[src/rtl/cardclk_pkg.sv]
`timescale 1ns/1ps
package cardclk_pkg;
    localparam int DIV_W  = 6;
    localparam int PH_W   = 2;
    localparam int SRC_W  = 2;
    localparam int NUM_PH = 3;

    typedef enum logic [SRC_W-1:0] {
        SRC_XTAL = 2'd0,
        SRC_PLL  = 2'd1,
        SRC_OFF2 = 2'd2,
        SRC_OFF3 = 2'd3
    } clk_src_e;

    typedef struct packed {
        logic [PH_W-1:0]  rx_ph;
        logic [PH_W-1:0]  tx_ph;
        logic [PH_W-1:0]  core_ph;
        clk_src_e         src;
        logic [DIV_W-1:0] div;
    } clk_set_t;

    typedef struct packed {
        logic [DIV_W-1:0] cnt;
        logic             clk;
        logic             run;
    } div_state_t;
endpackage

[src/rtl/cardclk_shadow.sv]
`timescale 1ns/1ps
module cardclk_shadow
    import cardclk_pkg::*;
#(
    parameter int CFG_W    = 16,
    parameter int STOP_POS = 14,
    parameter int AON_POS  = 15,
    parameter int RST_DIV  = 63,
    parameter int RST_CORE = 2
) (
    input  logic             clk,
    input  logic             rst_n,
    input  logic [CFG_W-1:0] cfg_i,
    input  logic             running_i,
    output clk_set_t         set_o,
    output logic             stop_o,
    output logic             aon_o
);
    localparam int SRC_LSB  = DIV_W;
    localparam int CORE_LSB = SRC_LSB + SRC_W;
    localparam int TX_LSB   = CORE_LSB + PH_W;
    localparam int RX_LSB   = TX_LSB + PH_W;
    localparam clk_set_t RST_SET = '{
        rx_ph:   '0,
        tx_ph:   '0,
        core_ph: PH_W'(RST_CORE),
        src:     SRC_XTAL,
        div:     DIV_W'(RST_DIV)
    };

    clk_set_t set_d, set_q, decoded;
    logic     load;

    always_comb begin
        decoded.div     = cfg_i[SRC_LSB-1:0];
        decoded.src     = clk_src_e'(cfg_i[SRC_LSB +: SRC_W]);
        decoded.core_ph = cfg_i[CORE_LSB +: PH_W];
        decoded.tx_ph   = cfg_i[TX_LSB +: PH_W];
        decoded.rx_ph   = cfg_i[RX_LSB +: PH_W];
        // settings follow the word only while stopped and at rest
        load  = cfg_i[STOP_POS] && !running_i;
        set_d = load ? decoded : set_q;
    end

    always_ff @(posedge clk or negedge rst_n) begin
        if (!rst_n) set_q <= RST_SET;
        else        set_q <= set_d;
    end

    assign set_o  = set_q;
    assign stop_o = cfg_i[STOP_POS];
    assign aon_o  = cfg_i[AON_POS];

    p_hold_cfg_r6: assert property (@(posedge clk) disable iff (!rst_n)
        running_i |=> $stable(set_q));
endmodule

[src/rtl/cardclk_div.sv]
`timescale 1ns/1ps
module cardclk_div
    import cardclk_pkg::*;
#(
    parameter int CNT_W = DIV_W
) (
    input  logic             clk,
    input  logic             rst_n,
    input  clk_src_e         src_i,
    input  logic [CNT_W-1:0] div_i,
    input  logic             xtal_en_i,
    input  logic             pll_en_i,
    input  logic             stop_i,
    input  logic             aon_i,
    input  logic             busy_i,
    output logic             clk_o,
    output logic             running_o,
    output logic             adv_o,
    output logic [CNT_W-1:0] cnt_nx_o,
    output logic [CNT_W-1:0] n_eff_o
);
    localparam logic [CNT_W-1:0] ONE = CNT_W'(1);
    localparam logic [CNT_W-1:0] TWO = CNT_W'(2);

    div_state_t       st_d, st_q;
    logic             tick, last, run_req, adv;
    logic [CNT_W-1:0] n_eff, hi_len;

    always_comb begin
        case (src_i)
            SRC_XTAL: tick = xtal_en_i;
            SRC_PLL:  tick = pll_en_i;
            default:  tick = 1'b0;
        endcase
        n_eff   = (div_i == ONE) ? TWO : div_i;
        hi_len  = n_eff >> 1;
        last    = (st_q.cnt == n_eff - ONE);
        run_req = !stop_i && (aon_i || busy_i) && (div_i != '0);
        st_d    = st_q;
        adv     = 1'b0;
        if (tick) begin
            if (st_q.run) begin
                if (last) begin
                    // end of low part: the only point to start or stop
                    st_d.cnt = '0;
                    if (run_req) begin
                        st_d.clk = 1'b1;
                        adv      = 1'b1;
                    end else begin
                        st_d.clk = 1'b0;
                        st_d.run = 1'b0;
                    end
                end else begin
                    st_d.cnt = st_q.cnt + ONE;
                    st_d.clk = (st_d.cnt < hi_len);
                    adv      = 1'b1;
                end
            end else if (run_req) begin
                st_d.run = 1'b1;
                st_d.cnt = '0;
                st_d.clk = 1'b1;
                adv      = 1'b1;
            end
        end
    end

    always_ff @(posedge clk or negedge rst_n) begin
        if (!rst_n) st_q <= '0;
        else        st_q <= st_d;
    end

    assign clk_o     = st_q.clk;
    assign running_o = st_q.run;
    assign adv_o     = adv;
    assign cnt_nx_o  = st_d.cnt;
    assign n_eff_o   = n_eff;

    p_clk_needs_run_r9: assert property (@(posedge clk) disable iff (!rst_n)
        st_q.clk |-> st_q.run);
    p_zero_div_off_r3: assert property (@(posedge clk) disable iff (!rst_n)
        (div_i == '0) |-> !st_q.run);
    p_stop_rest_r5: assert property (@(posedge clk) disable iff (!rst_n)
        (stop_i && !st_q.run) |=> !st_q.run);
    p_no_source_r1: assert property (@(posedge clk) disable iff (!rst_n)
        (src_i[1] && !st_q.run) |=> !st_q.run);
    p_cnt_range_r2: assert property (@(posedge clk) disable iff (!rst_n)
        st_q.run |-> (st_q.cnt < n_eff));
endmodule

[src/rtl/cardclk_phase.sv]
`timescale 1ns/1ps
module cardclk_phase
    import cardclk_pkg::*;
#(
    parameter int CNT_W  = DIV_W,
    parameter int CODE_W = PH_W
) (
    input  logic              clk,
    input  logic              rst_n,
    input  logic              adv_i,
    input  logic              run_i,
    input  logic [CNT_W-1:0]  cnt_nx_i,
    input  logic [CNT_W-1:0]  n_eff_i,
    input  logic [CODE_W-1:0] code_i,
    output logic              stb_o
);
    localparam int QW    = CNT_W + CODE_W + 1;
    localparam int STEPS = 2 ** CODE_W;

    logic [QW-1:0] prod, base;
    logic          hit;
    logic          stb_d, stb_q;

    always_comb begin
        // offset = floor(code * N / STEPS); hit when cnt equals it
        prod  = QW'(code_i) * QW'(n_eff_i);
        base  = {1'b0, cnt_nx_i, {CODE_W{1'b0}}};
        hit   = (base <= prod) && (prod < base + QW'(STEPS));
        stb_d = adv_i && hit;
    end

    always_ff @(posedge clk or negedge rst_n) begin
        if (!rst_n) stb_q <= 1'b0;
        else        stb_q <= stb_d;
    end

    assign stb_o = stb_q;

    p_strobe_in_run_r4: assert property (@(posedge clk) disable iff (!rst_n)
        stb_q |-> run_i);
    p_strobe_pulse_r4: assert property (@(posedge clk) disable iff (!rst_n)
        stb_q |=> !stb_q);
endmodule

[src/rtl/cardclk_gen.sv]
`timescale 1ns/1ps
module cardclk_gen
    import cardclk_pkg::*;
#(
    parameter int CFG_W    = 16,
    parameter int STOP_POS = 14,
    parameter int AON_POS  = 15,
    parameter int RST_DIV  = 63,
    parameter int RST_CORE = 2
) (
    input  logic             clk,
    input  logic             rst_n,
    input  logic             xtal_en_i,
    input  logic             pll_en_i,
    input  logic [CFG_W-1:0] cfg_i,
    input  logic             busy_i,
    output logic             card_clk_o,
    output logic             core_stb_o,
    output logic             tx_stb_o,
    output logic             rx_stb_o,
    output logic             clk_running_o
);
    clk_set_t          set;
    logic              stop, aon, running, adv;
    logic [DIV_W-1:0]  cnt_nx, n_eff;
    logic [PH_W-1:0]   ph_code [NUM_PH];
    logic [NUM_PH-1:0] stb_vec;

    cardclk_shadow #(
        .CFG_W(CFG_W), .STOP_POS(STOP_POS), .AON_POS(AON_POS),
        .RST_DIV(RST_DIV), .RST_CORE(RST_CORE)
    ) u_shadow (
        .clk(clk), .rst_n(rst_n), .cfg_i(cfg_i), .running_i(running),
        .set_o(set), .stop_o(stop), .aon_o(aon)
    );

    cardclk_div #(.CNT_W(DIV_W)) u_div (
        .clk(clk), .rst_n(rst_n), .src_i(set.src), .div_i(set.div),
        .xtal_en_i(xtal_en_i), .pll_en_i(pll_en_i),
        .stop_i(stop), .aon_i(aon), .busy_i(busy_i),
        .clk_o(card_clk_o), .running_o(running), .adv_o(adv),
        .cnt_nx_o(cnt_nx), .n_eff_o(n_eff)
    );

    assign ph_code[0] = set.core_ph;
    assign ph_code[1] = set.tx_ph;
    assign ph_code[2] = set.rx_ph;

    for (genvar g = 0; g < NUM_PH; g++) begin : g_phase
        cardclk_phase #(.CNT_W(DIV_W), .CODE_W(PH_W)) u_ph (
            .clk(clk), .rst_n(rst_n), .adv_i(adv), .run_i(running),
            .cnt_nx_i(cnt_nx), .n_eff_i(n_eff), .code_i(ph_code[g]),
            .stb_o(stb_vec[g])
        );
    end

    assign core_stb_o    = stb_vec[0];
    assign tx_stb_o      = stb_vec[1];
    assign rx_stb_o      = stb_vec[2];
    assign clk_running_o = running;
endmodule

[config.mk]
export PLATFORM = sky130hd
export DESIGN_NAME = cardclk_gen
export DESIGN_NICKNAME = d
export VERILOG_FILES = /design/src/rtl/cardclk_pkg.sv /design/src/rtl/cardclk_shadow.sv /design/src/rtl/cardclk_div.sv /design/src/rtl/cardclk_phase.sv /design/src/rtl/cardclk_gen.sv
export SDC_FILE = /design/constraint.sdc
export NUM_CORES = 1
export LEC_CHECK = 0
export CORE_MARGIN = 1.5
export CORE_UTILIZATION = 50
export CTS_CLUSTER_SIZE = 25
export DETAILED_ROUTE_END_ITERATION = 6
export GPL_TIMING_DRIVEN = 1
export PLACE_DENSITY = 0.78
export RECOVER_POWER = 100
export SLEW_MARGIN = 30
export SYNTH_ARGS = -nofsm -noshare
export SYNTH_HDL_FRONTEND = slang
export SYNTH_SLANG_ARGS = --single-unit
[constraint.sdc]
create_clock -name clk -period 5.4 [get_ports clk]
set_clock_uncertainty 0.1 [all_clocks]
set_input_delay 0.54 -clock clk [delete_from_list [all_inputs] [get_ports clk]]
set_output_delay 0.54 -clock clk [all_outputs]
set_load 0.01 [all_outputs]
==> out/results.md, run 1 <==
| Group | Result | This run |
|---|---|---|
| clock network | Hold-fix buffers at CTS | 0 |
| floorplanning | Die boundary width | 82.9 um |
| finish | Fraction of final layout cells with drive strength greater than 1 | 8.81% |
| yosys | Share of flip-flops with an asynchronous set or reset | 100% |
| timing | Final hold violation count | 0 |
| timing | Slew at the pin closest to its max-slew limit | 1390 ps |
| critical path | Series of cell instances along the critical path | ha_1, nor4b_1, o41ai_1, a221o_1, a211o_1, a32oi_1, inv_1, xnor2_1, ha_1, o21a_1, o21ai_0, a2111oi_0, nor3_1, maj3_1, o211ai_1, a21oi_1 |
| floorplanning | Die Y-Extent | 82.9 um |
| yosys | Most instantiated flip-flop cell in the synthesis netlist | sky130_fd_sc_hd__dfrtp_1 |
| yosys | Library cell with the highest instance count after synthesis | sky130_fd_sc_hd__ha_1 |
| critical path | Critical Path Most Common Cell | sky130_fd_sc_hd__ha_1 |
| finish | Layout net count | 458 |
| hold path | Hold path start | u_div.clk_o |
| grt | Met1 Use GR | 28.3% |
| critical path | Reg-to-reg startpoint | u_shadow.set_o[0] |
| yosys | Post-synthesis cell area | 0.00319 mm2 |
| clock network | Clock slew at reported path FFs | 90 ps |
| detailed routing | Routed wire length | 7340 um |
| hold path | Hold Crit Depth | 1 |
| finish | Antenna fix cells | 0 |
| grt | Number of global-route vias before repair | 2655 |
| yosys | Number of distinct library cell variants in the gate-level netlist after synthesis | 57 |
| placement | Final Wtd Congestion | 0.936 |
| placement | Port-buffer cells | 25 |
| grt | Global-route total usage across every layer | 22.1% |
| yosys | Total of warnings raised by yosys | 0 |
| clock network | Count of cells resized by post-cts repair | 0 |
| clock network | Clock tree from TritonCTS | yes |
| yosys | Cell count after synthesis | 368 |
| yosys | Post-synthesis sequential element count | 25 |
| grt | Antenna violations before repair | 0 |
| grt | Met3 capacity usage during global routing | 3.18% |
| critical path | Arrival @ worst endpoint | 4920 ps |
| clock network | # Post-CTS Setup Buffers | 0 |
| yosys | Post-synth EDFFs | 0 |
| job | Number of maximum-capacitance violations | 0 |
| critical path | Element type at the critical path end | flip-flop |
| yosys | Synthesized area per cell | 8.67 um2 |
| clock network | Root buffer cell | sky130_fd_sc_hd__clkbuf_8 |
| finish | Area overhead of the layout relative to synthesis | 9.37% |
| floorplanning | Initial cell density of the core | 52.9% |
| yosys | Sequential area share after synthesis | 19.9% |
| grt | First-pass GRT wire length | 12600 um |
| detailed routing | Vias per std cell | 5.91 |
| finish | Multi-input gate area in the final layout | 0.00234 mm2 |
| yosys | Synthesized netlist net count | 439 |
| timing | Final setup vio count | 0 |
| clock network | Total CTS buffers | 3 |
| grt | Gr busiest metal | met2 |
| critical path | Critical path launch point | u_shadow.set_o[0] |
| detailed routing | DRC | 0 |
| critical path | Number of cells on the critical path | 16 |
| yosys | Cell type contributing the most total cell area after synthesis | sky130_fd_sc_hd__ha_1 |
| grt | Largest net degree at the start of global routing | 26 |
| critical path | Startpoint kind of the worst setup timing path | flip-flop |
| detailed routing | 1st-pass router iterations | 4 |
| clock network | Clk Latency, worst-skew pair | 280 ps |
| detailed routing | Vias after detailed routing | 2724 |
| hold path | Hold WC Path Type | reg2reg |
| critical path | Worst-path maximum fanout | 6 |
| critical path | Worst EP required | 5500 ps |
| timing | Ratio of final minimum period to clock period | 89.2% |
| clock network | Clock net sink count | 25 |
| timing | Maximum clock frequency | 208 MHz |
| clock network | Max Buffers Root-to-Sink | 2 |
| timing | Post-route minimum period | 4820 ps |
| grt | Global Route met2 Usage | 37.3% |
| finish | Storage cell area | 634 um2 |
| clock network | CTS H-tree depth | 1 |
| yosys | Top cells by instance count after synthesis | sky130_fd_sc_hd__ha_1, sky130_fd_sc_hd__a21oi_1, sky130_fd_sc_hd__inv_1 |
| critical path | Register-to-register path setup slack | 580 ps |
| timing | Setup_tns | 0 ps |
| detailed routing | Remaining antenna violation count after routing | 0 |
| floorplanning | Total Die Area | 0.00687 mm2 |
| grt | Sum of overflow across all layers after global routing | 0 |
| timing | Setup repair after global routing missed its margin | no |
| critical path | CP max stage cell | sky130_fd_sc_hd__dfstp_1 |
| timing | Remaining max-slew budget at the tightest pin | 7.66% |
| floorplanning | Core Footprint | 0.00603 mm2 |
| critical path | Crit path buf inv count | 1 |
| yosys | Ranking of synthesized cells by area | sky130_fd_sc_hd__ha_1, sky130_fd_sc_hd__dfrtp_1, sky130_fd_sc_hd__dfstp_2 |
| finish | Number of fill cells in the layout | 545 |
| placement | Detailed-placement wirelength estimate | 5890 um |
| run status | Outcome | finished, final reports clean |
| floorplanning | Row count | 28 |
| critical path | Startpoint-to-endpoint class of the critical path | reg2reg |
| detailed routing | DR iter-0 viols | 134 |
| critical path | R2R depth | 16 |
| timing | Number of max-slew violations in the final report | 0 |
| yosys | Top-area cell type share of the netlist area | 18.4% |
| critical path | Biggest cell delay along the critical path | 600 ps |
| critical path | Family with the most delay on the worst path | compound AO/OA/AOI/OAI gates |
| detailed routing | Routed length per instance | 15.9 um |
| floorplanning | I/O pin count | 26 |
==> stage by stage <==
step	worst slack [ps]	instance area, um2	std cells	hold slack [ps]	utilization, %
floorplan	1400	3190	368	144	-
global placement	928	3480	457	391	57.7
detailed placement	783	3480	457	399	57.7
CTS	745	3520	461	420	58.5
global route	270	3490	461	428	57.9
finish	584	3490	461	407	57.9
==> worst register-to-register path: stages, from the launching register on <==
cell and delay, ps:
sky130_fd_sc_hd__dfstp_1 600, sky130_fd_sc_hd__ha_1 230, sky130_fd_sc_hd__nor4b_1 340, sky130_fd_sc_hd__o41ai_1 120, sky130_fd_sc_hd__a221o_1 370, sky130_fd_sc_hd__a211o_1 370, sky130_fd_sc_hd__a32oi_1 430, sky130_fd_sc_hd__inv_1 270
sky130_fd_sc_hd__xnor2_1 410, sky130_fd_sc_hd__ha_1 310, sky130_fd_sc_hd__o21a_1 100, sky130_fd_sc_hd__o21ai_0 270, sky130_fd_sc_hd__a2111oi_0 110, sky130_fd_sc_hd__nor3_1 270, sky130_fd_sc_hd__maj3_1 220, sky130_fd_sc_hd__o211ai_1 80
sky130_fd_sc_hd__a21oi_1 160
==> cells in the final DEF (no fill, tap or decap), types with 4 or more instances in the layout <==
| cell type | synthesis | routed |
|---|---|---|
| sky130_fd_sc_hd__inv_1 | 29 | 29 |
| sky130_fd_sc_hd__ha_1 | 47 | 47 |
| sky130_fd_sc_hd__nor2_1 | 19 | 19 |
| sky130_fd_sc_hd__clkdlybuf4s50_1 | 0 | 18 |
| sky130_fd_sc_hd__dfstp_2 | 7 | 6 |
| sky130_fd_sc_hd__a211o_1 | 3 | 4 |
| sky130_fd_sc_hd__dlygate4sd3_1 | 0 | 7 |
| sky130_fd_sc_hd__xor2_1 | 8 | 8 |
| sky130_fd_sc_hd__nand3_1 | 7 | 7 |
| sky130_fd_sc_hd__o21ai_0 | 18 | 18 |
| sky130_fd_sc_hd__xnor2_1 | 15 | 15 |
| sky130_fd_sc_hd__a21oi_1 | 29 | 29 |
| sky130_fd_sc_hd__nand2_1 | 16 | 16 |
| sky130_fd_sc_hd__o21bai_1 | 4 | 4 |
| sky130_fd_sc_hd__dfrtp_1 | 18 | 18 |
| sky130_fd_sc_hd__and2_1 | 27 | 27 |
| sky130_fd_sc_hd__nor2b_1 | 15 | 15 |
| sky130_fd_sc_hd__nand2b_1 | 4 | 4 |
| sky130_fd_sc_hd__mux2_2 | 8 | 8 |
| sky130_fd_sc_hd__nor3_1 | 14 | 14 |
| sky130_fd_sc_hd__a21o_1 | 6 | 6 |
| sky130_fd_sc_hd__and3_1 | 7 | 7 |
| sky130_fd_sc_hd__a211oi_1 | 4 | 5 |
==> cell families after synthesis <==
logic type / Yosys count / synth area share, %
buf+inv: 43 / 5.84
xor+xnor: 24 / 6.82
compound gates: 93 / 21.3
flops: 25 / 19.9
simple gates: 120 / 21.3
fa+ha+maj: 54 / 21.7
mux: 9 / 3.14
==> layer usage <==
metal / wire [um] / share of wire [%] / vias up
met5: 0 / 0 / -
met4: 196 / 2.7 / 0
met3: 251 / 3.4 / 15
met2: 3540 / 48 / 52
met1: 3350 / 46 / 1312
li1: - / - / 1345
==> sequential cells by signal (all words and copies together) (netlist names) <==
register,flops
u_shadow.set_o,14
g_phase.u_ph.stb_o,3
u_div.clk_o,1
u_div.st_q,6
u_div.running_o,1
==> final timing paths <==
path / end
setup / recovery: g_phase[2].u_ph.stb_o
hold / removal: u_div.clk_o
setup reg to reg: g_phase[2].u_ph.stb_o
hold reg to reg: u_div.clk_o
max in group asynchronous: u_div.st_q[5]
min in group asynchronous: u_shadow.set_o[12]
==> layout make-up <==
| cell class | count | area share [%] |
|---|---|---|
| clock buffer | 3 | 1.18 |
| clock inverter | 1 | 0.143 |
| inverter | 30 | 3.23 |
| multi-input combinational | 300 | 67.2 |
| sequential | 25 | 18.2 |
| tap | 75 | 2.69 |
| timing repair buffer | 27 | 7.39 |
Power of run 1 is left out: the tool's default activity adds up to more than one toggle a clock period on the data nets, which glitch-free logic cannot reach.
==> inputs of run 2 (changes only) <==
PLACE_DENSITY = 0.79   (was 0.78)
==> out/results.md, run 2 (same netlist as run 1, synthesis figures left out) <==
| Group | Result | This run |
|---|---|---|
| grt | Number of global-route vias before repair | 2856 |
| timing | Post-route minimum period | 4680 ps |
| placement | Port-buffer cells | 25 |
| critical path | Element type at the critical path end | flip-flop |
| detailed routing | DR iter-0 viols | 137 |
| detailed routing | Remaining antenna violation count after routing | 0 |
| clock network | Clk Latency, worst-skew pair | 270 ps |
| grt | First-pass GRT wire length | 13200 um |
| job | Number of maximum-capacitance violations | 0 |
| critical path | Endpoint of the worst setup timing path | g_phase[1].u_ph.stb_o |
| timing | Ratio of final minimum period to clock period | 86.6% |
| finish | Area overhead of the layout relative to synthesis | 9.37% |
| placement | Cell Area, Placed | 0.00348 mm2 |
| grt | Global-route total usage across every layer | 23.1% |
| clock network | Count of cells resized by post-cts repair | 0 |
| placement | Final Wtd Congestion | 0.958 |
| timing | Setup repair after global routing missed its margin | no |
| critical path | Startpoint kind of the worst setup timing path | flip-flop |
| floorplanning | Initial cell density of the core | 52.9% |
| floorplanning | Die boundary width | 82.9 um |
| clock network | Total CTS buffers | 3 |
| critical path | Register-to-register path setup slack | 720 ps |
| timing | Remaining max-slew budget at the tightest pin | 9.09% |
| finish | Fraction of final layout cells with drive strength greater than 1 | 8.55% |
| clock network | Max Buffers Root-to-Sink | 2 |
| critical path | Critical path launch point | u_shadow.set_o[0] |
| critical path | Critical Path Most Common Cell | sky130_fd_sc_hd__ha_1 |
| clock network | Clock net sink count | 25 |
| timing | Setup slack of the critical path after layout | 725 ps |
| finish | Number of fill cells in the layout | 549 |
| finish | Number of flip-flops under the largest register name | 14 |
| detailed routing | 1st-pass router iterations | 4 |
| clock network | Hold-fix buffers at CTS | 0 |
| critical path | R2R depth | 16 |
| detailed routing | Vias per std cell | 5.94 |
| detailed routing | Routed length per instance | 16.3 um |
| floorplanning | Die Y-Extent | 82.9 um |
| placement | Detailed-placement wirelength estimate | 6040 um |
| floorplanning | Total Die Area | 0.00687 mm2 |
| critical path | Reg-to-reg startpoint | u_shadow.set_o[0] |
| clock network | # Post-CTS Setup Buffers | 0 |
| critical path | Worst EP required | 5470 ps |
| finish | Most common cell after layout, fill and taps aside | sky130_fd_sc_hd__ha_1 |
| detailed routing | Vias after detailed routing | 2740 |
| finish | Layout net count | 458 |
| floorplanning | I/O pin count | 26 |
| critical path | CP max stage cell | sky130_fd_sc_hd__dfstp_1 |
| timing | Slew at the pin closest to its max-slew limit | 1360 ps |
| timing | Setup_tns | 0 ps |
| timing | Final hold violation count | 0 |
| grt | Sum of overflow across all layers after global routing | 0 |
| floorplanning | Core Footprint | 0.00603 mm2 |
| hold path | Hold WC Path Type | reg2reg |
| run status | Outcome | finished, final reports clean |
| timing | Final setup vio count | 0 |
| clock network | Root buffer cell | sky130_fd_sc_hd__clkbuf_8 |
| critical path | Startpoint-to-endpoint class of the critical path | reg2reg |
| clock network | Clock slew at reported path FFs | 90 ps |
| finish | Design area | 0.00349 mm2 |
| finish | Antenna fix cells | 0 |
| timing | Maximum clock frequency | 214 MHz |
| finish | Storage cell area | 634 um2 |
| critical path | Series of cell instances along the critical path | ha_1, nor4b_1, o41ai_1, a221o_1, a211o_1, a32oi_1, inv_1, and2_0, xnor2_1, ha_1, o21ai_0, a2111oi_0, nor3_1, maj3_1, o211ai_1, a21oi_1 |
| critical path | Reg-to-reg critical path endpoint | g_phase[1].u_ph.stb_o |
| detailed routing | DRC | 0 |
| critical path | Worst-path maximum fanout | 6 |
| finish | Post-route core utilization | 57.9% |
| placement | Worst setup slack after placement | 926 ps |
| timing | Number of max-slew violations in the final report | 0 |
| clock network | Clock tree from TritonCTS | yes |
| finish | Highest-count cells in the layout ignoring fill and taps | sky130_fd_sc_hd__ha_1, sky130_fd_sc_hd__inv_1, sky130_fd_sc_hd__a21oi_1 |
| floorplanning | Row count | 28 |
| critical path | Arrival @ worst endpoint | 4740 ps |
| detailed routing | Routed wire length | 7500 um |
| finish | Multi-input gate area in the final layout | 0.00235 mm2 |
| critical path | Biggest cell delay along the critical path | 580 ps |
| grt | Antenna violations before repair | 0 |
| grt | Largest net degree at the start of global routing | 26 |
| clock network | CTS H-tree depth | 1 |
==> run 2: cell types whose count changed in the layout (fill, tap and decap cells not counted) <==
cell and change:
sky130_fd_sc_hd__and2_0 +1, sky130_fd_sc_hd__maj3_2 +1, sky130_fd_sc_hd__clkinv_2 -1, sky130_fd_sc_hd__and2_1 -1
sky130_fd_sc_hd__maj3_1 -1, sky130_fd_sc_hd__dfstp_2 -1, sky130_fd_sc_hd__dfstp_1 +1, sky130_fd_sc_hd__clkbuf_1 +1
==> run 2: worst min path at each step <==
stage                      from                    end  slack [ps]  cells past startpoint
floorplan                 rst_n  g_phase[0].u_ph.stb_o         140                      0
global placement    u_div.clk_o            u_div.clk_o         390                      1
detailed placement  u_div.clk_o            u_div.clk_o         400                      1
CTS                 u_div.clk_o            u_div.clk_o         420                      1
global route        u_div.clk_o            u_div.clk_o         450                      1
finish              u_div.clk_o            u_div.clk_o         410                      1
==> run 2: stage by stage <==
| stage | cells | hold WS (ps) |
|---|---|---|
| finish | 461 | 411 |
| global route | 461 | 451 |
| CTS | 461 | 421 |
| detailed placement | 457 | 400 |
| global placement | 457 | 391 |
| floorplan | 368 | 144 |
==> run 2: critical path, delay by kind of cell (launching register included) <==
kind,cells,cell delay (ps)
AOI/OAI and AO/OA,8,1960
xor gates and xnor gates,1,310
adders and majority gates,3,760
buffers and inverters,1,200
DFF,1,580
and+or+nand+nor,3,670
==> run 2: routing by layer <==
metal / part of all wire, % / global-route usage (%) / vias up
met3: 3.5 / 2.98 / 20
met4: 3.0 / 9.85 / 0
met1: 44 / 27.7 / 1311
met2: 50 / 41.2 / 65
met5: 0 / 0 / -
li1: - / - / 1344
==> run 2: layout make-up <==
| cell class | instances | share of cell area [%] |
|---|---|---|
| Sequential cell | 25 | 18.2 |
| Inverter | 30 | 3.23 |
| Timing Repair Buffer | 27 | 7.39 |
| Clock buffer | 4 | 1.29 |
| Tap cell | 75 | 2.69 |
| Multi-Input combinational cell | 300 | 67.2 |
Power of run 2 is left out for the same reason.
==> inputs of run 3 (changes only) <==
--- a/config.mk
+++ b/config.mk
@@ -9,2 +9,3 @@
 export CORE_UTILIZATION = 50
+export CTS_CLUSTER_DIAMETER = 30
 export CTS_CLUSTER_SIZE = 25
==> constraint.sdc (replaced) <==
create_clock -name clk -period 5.4 [get_ports clk]
set_clock_uncertainty 0.1 [all_clocks]
set_input_delay 1.08 -clock clk [delete_from_list [all_inputs] [get_ports clk]]
set_output_delay 1.08 -clock clk [all_outputs]
set_load 0.01 [all_outputs]
==> out/results.md, run 3 (same netlist as run 1, synthesis figures left out) <==
| Group | Result | This run |
|---|---|---|
| run status | Outcome | finished, final reports clean |
| detailed routing | Vias after detailed routing | 2758 |
| floorplanning | Initial cell density of the core | 52.9% |
| clock network | Clock slew at reported path FFs | 100 ps |
| grt | Global-route total usage across every layer | 22.9% |
| critical path | Critical Path Most Common Cell | sky130_fd_sc_hd__ha_1 |
| critical path | Series of cell instances along the critical path | ha_1, nor4b_1, o41ai_1, a221o_1, a211o_1, a32oi_1, inv_1, and2_0, xnor2_1, ha_1, o21ai_0, a2111oi_0, nor3_1, maj3_1, o211ai_1, a21oi_1 |
| clock network | # Post-CTS Setup Buffers | 0 |
| clock network | Clock tree from TritonCTS | yes |
| critical path | Startpoint-to-endpoint class of the critical path | reg2reg |
| grt | Largest net degree at the start of global routing | 26 |
| finish | Number of fill cells in the layout | 549 |
| floorplanning | Die Y-Extent | 82.9 um |
| finish | Fraction of final layout cells with drive strength greater than 1 | 9.07% |
| timing | Remaining max-slew budget at the tightest pin | 7.46% |
| critical path | Worst-path maximum fanout | 6 |
| critical path | Arrival @ worst endpoint | 4780 ps |
| timing | Setup repair after global routing missed its margin | no |
| timing | Slew at the pin closest to its max-slew limit | 1390 ps |
| finish | Storage cell area | 634 um2 |
| finish | Highest-count cells in the layout ignoring fill and taps | sky130_fd_sc_hd__ha_1, sky130_fd_sc_hd__inv_1, sky130_fd_sc_hd__a21oi_1 |
| critical path | Worst EP required | 5460 ps |
| detailed routing | Routed length per instance | 16.3 um |
| timing | Number of max-slew violations in the final report | 0 |
| floorplanning | I/O pin count | 26 |
| hold path | Hold WC Path Type | reg2reg |
| finish | Layout net count | 458 |
| clock network | Clk Latency, worst-skew pair | 280 ps |
| timing | Final setup vio count | 0 |
| finish | Multi-input gate area in the final layout | 0.00235 mm2 |
| clock network | Total CTS buffers | 3 |
| finish | Antenna fix cells | 0 |
| grt | Number of global-route vias before repair | 2796 |
| critical path | Element type at the critical path end | flip-flop |
| clock network | Max Buffers Root-to-Sink | 2 |
| grt | Antenna violations before repair | 0 |
| detailed routing | Remaining antenna violation count after routing | 0 |
| critical path | CP max stage cell | sky130_fd_sc_hd__dfstp_2 |
| timing | Setup_tns | 0 ps |
| clock network | Hold-fix buffers at CTS | 0 |
| critical path | Family with the most delay on the worst path | compound AO/OA/AOI/OAI gates |
| floorplanning | Row count | 28 |
| floorplanning | Total Die Area | 0.00687 mm2 |
| placement | Port-buffer cells | 25 |
| timing | Post-route minimum period | 4720 ps |
| grt | First-pass GRT wire length | 13100 um |
| detailed routing | Routed wire length | 7500 um |
| grt | Sum of overflow across all layers after global routing | 0 |
| detailed routing | DR iter-0 viols | 207 |
| finish | Area overhead of the layout relative to synthesis | 9.57% |
| detailed routing | Vias per std cell | 5.98 |
| clock network | Clock net sink count | 25 |
| finish | Number of flip-flops under the largest register name | 14 |
| detailed routing | 1st-pass router iterations | 5 |
| timing | Final hold violation count | 0 |
| finish | Most common cell after layout, fill and taps aside | sky130_fd_sc_hd__ha_1 |
| critical path | Crit path buf inv count | 1 |
| placement | Final Wtd Congestion | 0.913 |
| critical path | Startpoint kind of the worst setup timing path | flip-flop |
| timing | Ratio of final minimum period to clock period | 87.4% |
| critical path | Biggest cell delay along the critical path | 570 ps |
| clock network | Count of cells resized by post-cts repair | 0 |
| timing | Maximum clock frequency | 212 MHz |
| floorplanning | Die boundary width | 82.9 um |
| job | Number of maximum-capacitance violations | 0 |
| placement | Detailed-placement wirelength estimate | 6070 um |
| clock network | CTS H-tree depth | 1 |
| critical path | Register-to-register path setup slack | 680 ps |
| detailed routing | DRC | 0 |
| clock network | Root buffer cell | sky130_fd_sc_hd__clkbuf_8 |
| floorplanning | Core Footprint | 0.00603 mm2 |
-- run 3: worst reg2reg max path: stages (launching register included) --
cell,delay [ps]
sky130_fd_sc_hd__dfstp_2,570
sky130_fd_sc_hd__ha_1,210
sky130_fd_sc_hd__nor4b_1,320
sky130_fd_sc_hd__o41ai_1,120
sky130_fd_sc_hd__a221o_1,380
sky130_fd_sc_hd__a211o_1,380
sky130_fd_sc_hd__a32oi_1,420
sky130_fd_sc_hd__inv_1,260
sky130_fd_sc_hd__and2_0,210
sky130_fd_sc_hd__xnor2_1,170
sky130_fd_sc_hd__ha_1,290
sky130_fd_sc_hd__o21ai_0,140
sky130_fd_sc_hd__a2111oi_0,320
sky130_fd_sc_hd__nor3_1,110
sky130_fd_sc_hd__maj3_1,370
sky130_fd_sc_hd__o211ai_1,170
sky130_fd_sc_hd__a21oi_1,60
-- run 3: per-stage QoR --
stage	hold slack [ps]	cells	setup slack (ps)	utilization (%)	area [um2]
after floorplan	396	368	1400	-	3190
after global placement	392	457	644	57.7	3480
after detailed placement	399	457	595	57.7	3480
after CTS	420	461	781	58.5	3520
after global routing	433	461	411	58.0	3500
final	409	461	683	58.0	3500
-- run 3: path summary, 6_finish.rpt --
path,to,from,cells after the start
worst max-delay path,g_phase[2].u_ph.stb_o,u_shadow.set_o[0],16
worst min-delay path,u_div.clk_o,u_div.clk_o,1
worst max register to register,g_phase[2].u_ph.stb_o,u_shadow.set_o[0],16
worst min register to register,u_div.clk_o,u_div.clk_o,1
max in group asynchronous,g_phase[0].u_ph.stb_o,rst_n,2
min in group asynchronous,u_shadow.set_o[8],rst_n,2
-- run 3: cell type report --
type | instances | area share (%)
clock inverter | 1 | 0.143
timing repair buffer | 27 | 7.37
clock buffer | 3 | 1.18
tap | 75 | 2.68
inverter | 30 | 3.22
sequential | 25 | 18.1
multi-input combinational | 300 | 67.3
-- run 3: layer usage --
| metal | vias to the layer above | routed length [um] | track usage, % |
|---|---|---|---|
| li1 | 1345 | - | - |
| met1 | 1328 | 3270 | 27.7 |
| met2 | 71 | 3760 | 40.8 |
| met3 | 14 | 322 | 2.98 |
| met4 | 0 | 160 | 9.39 |
| met5 | - | 0 | 0 |
Power of run 3 is left out for the same reason.
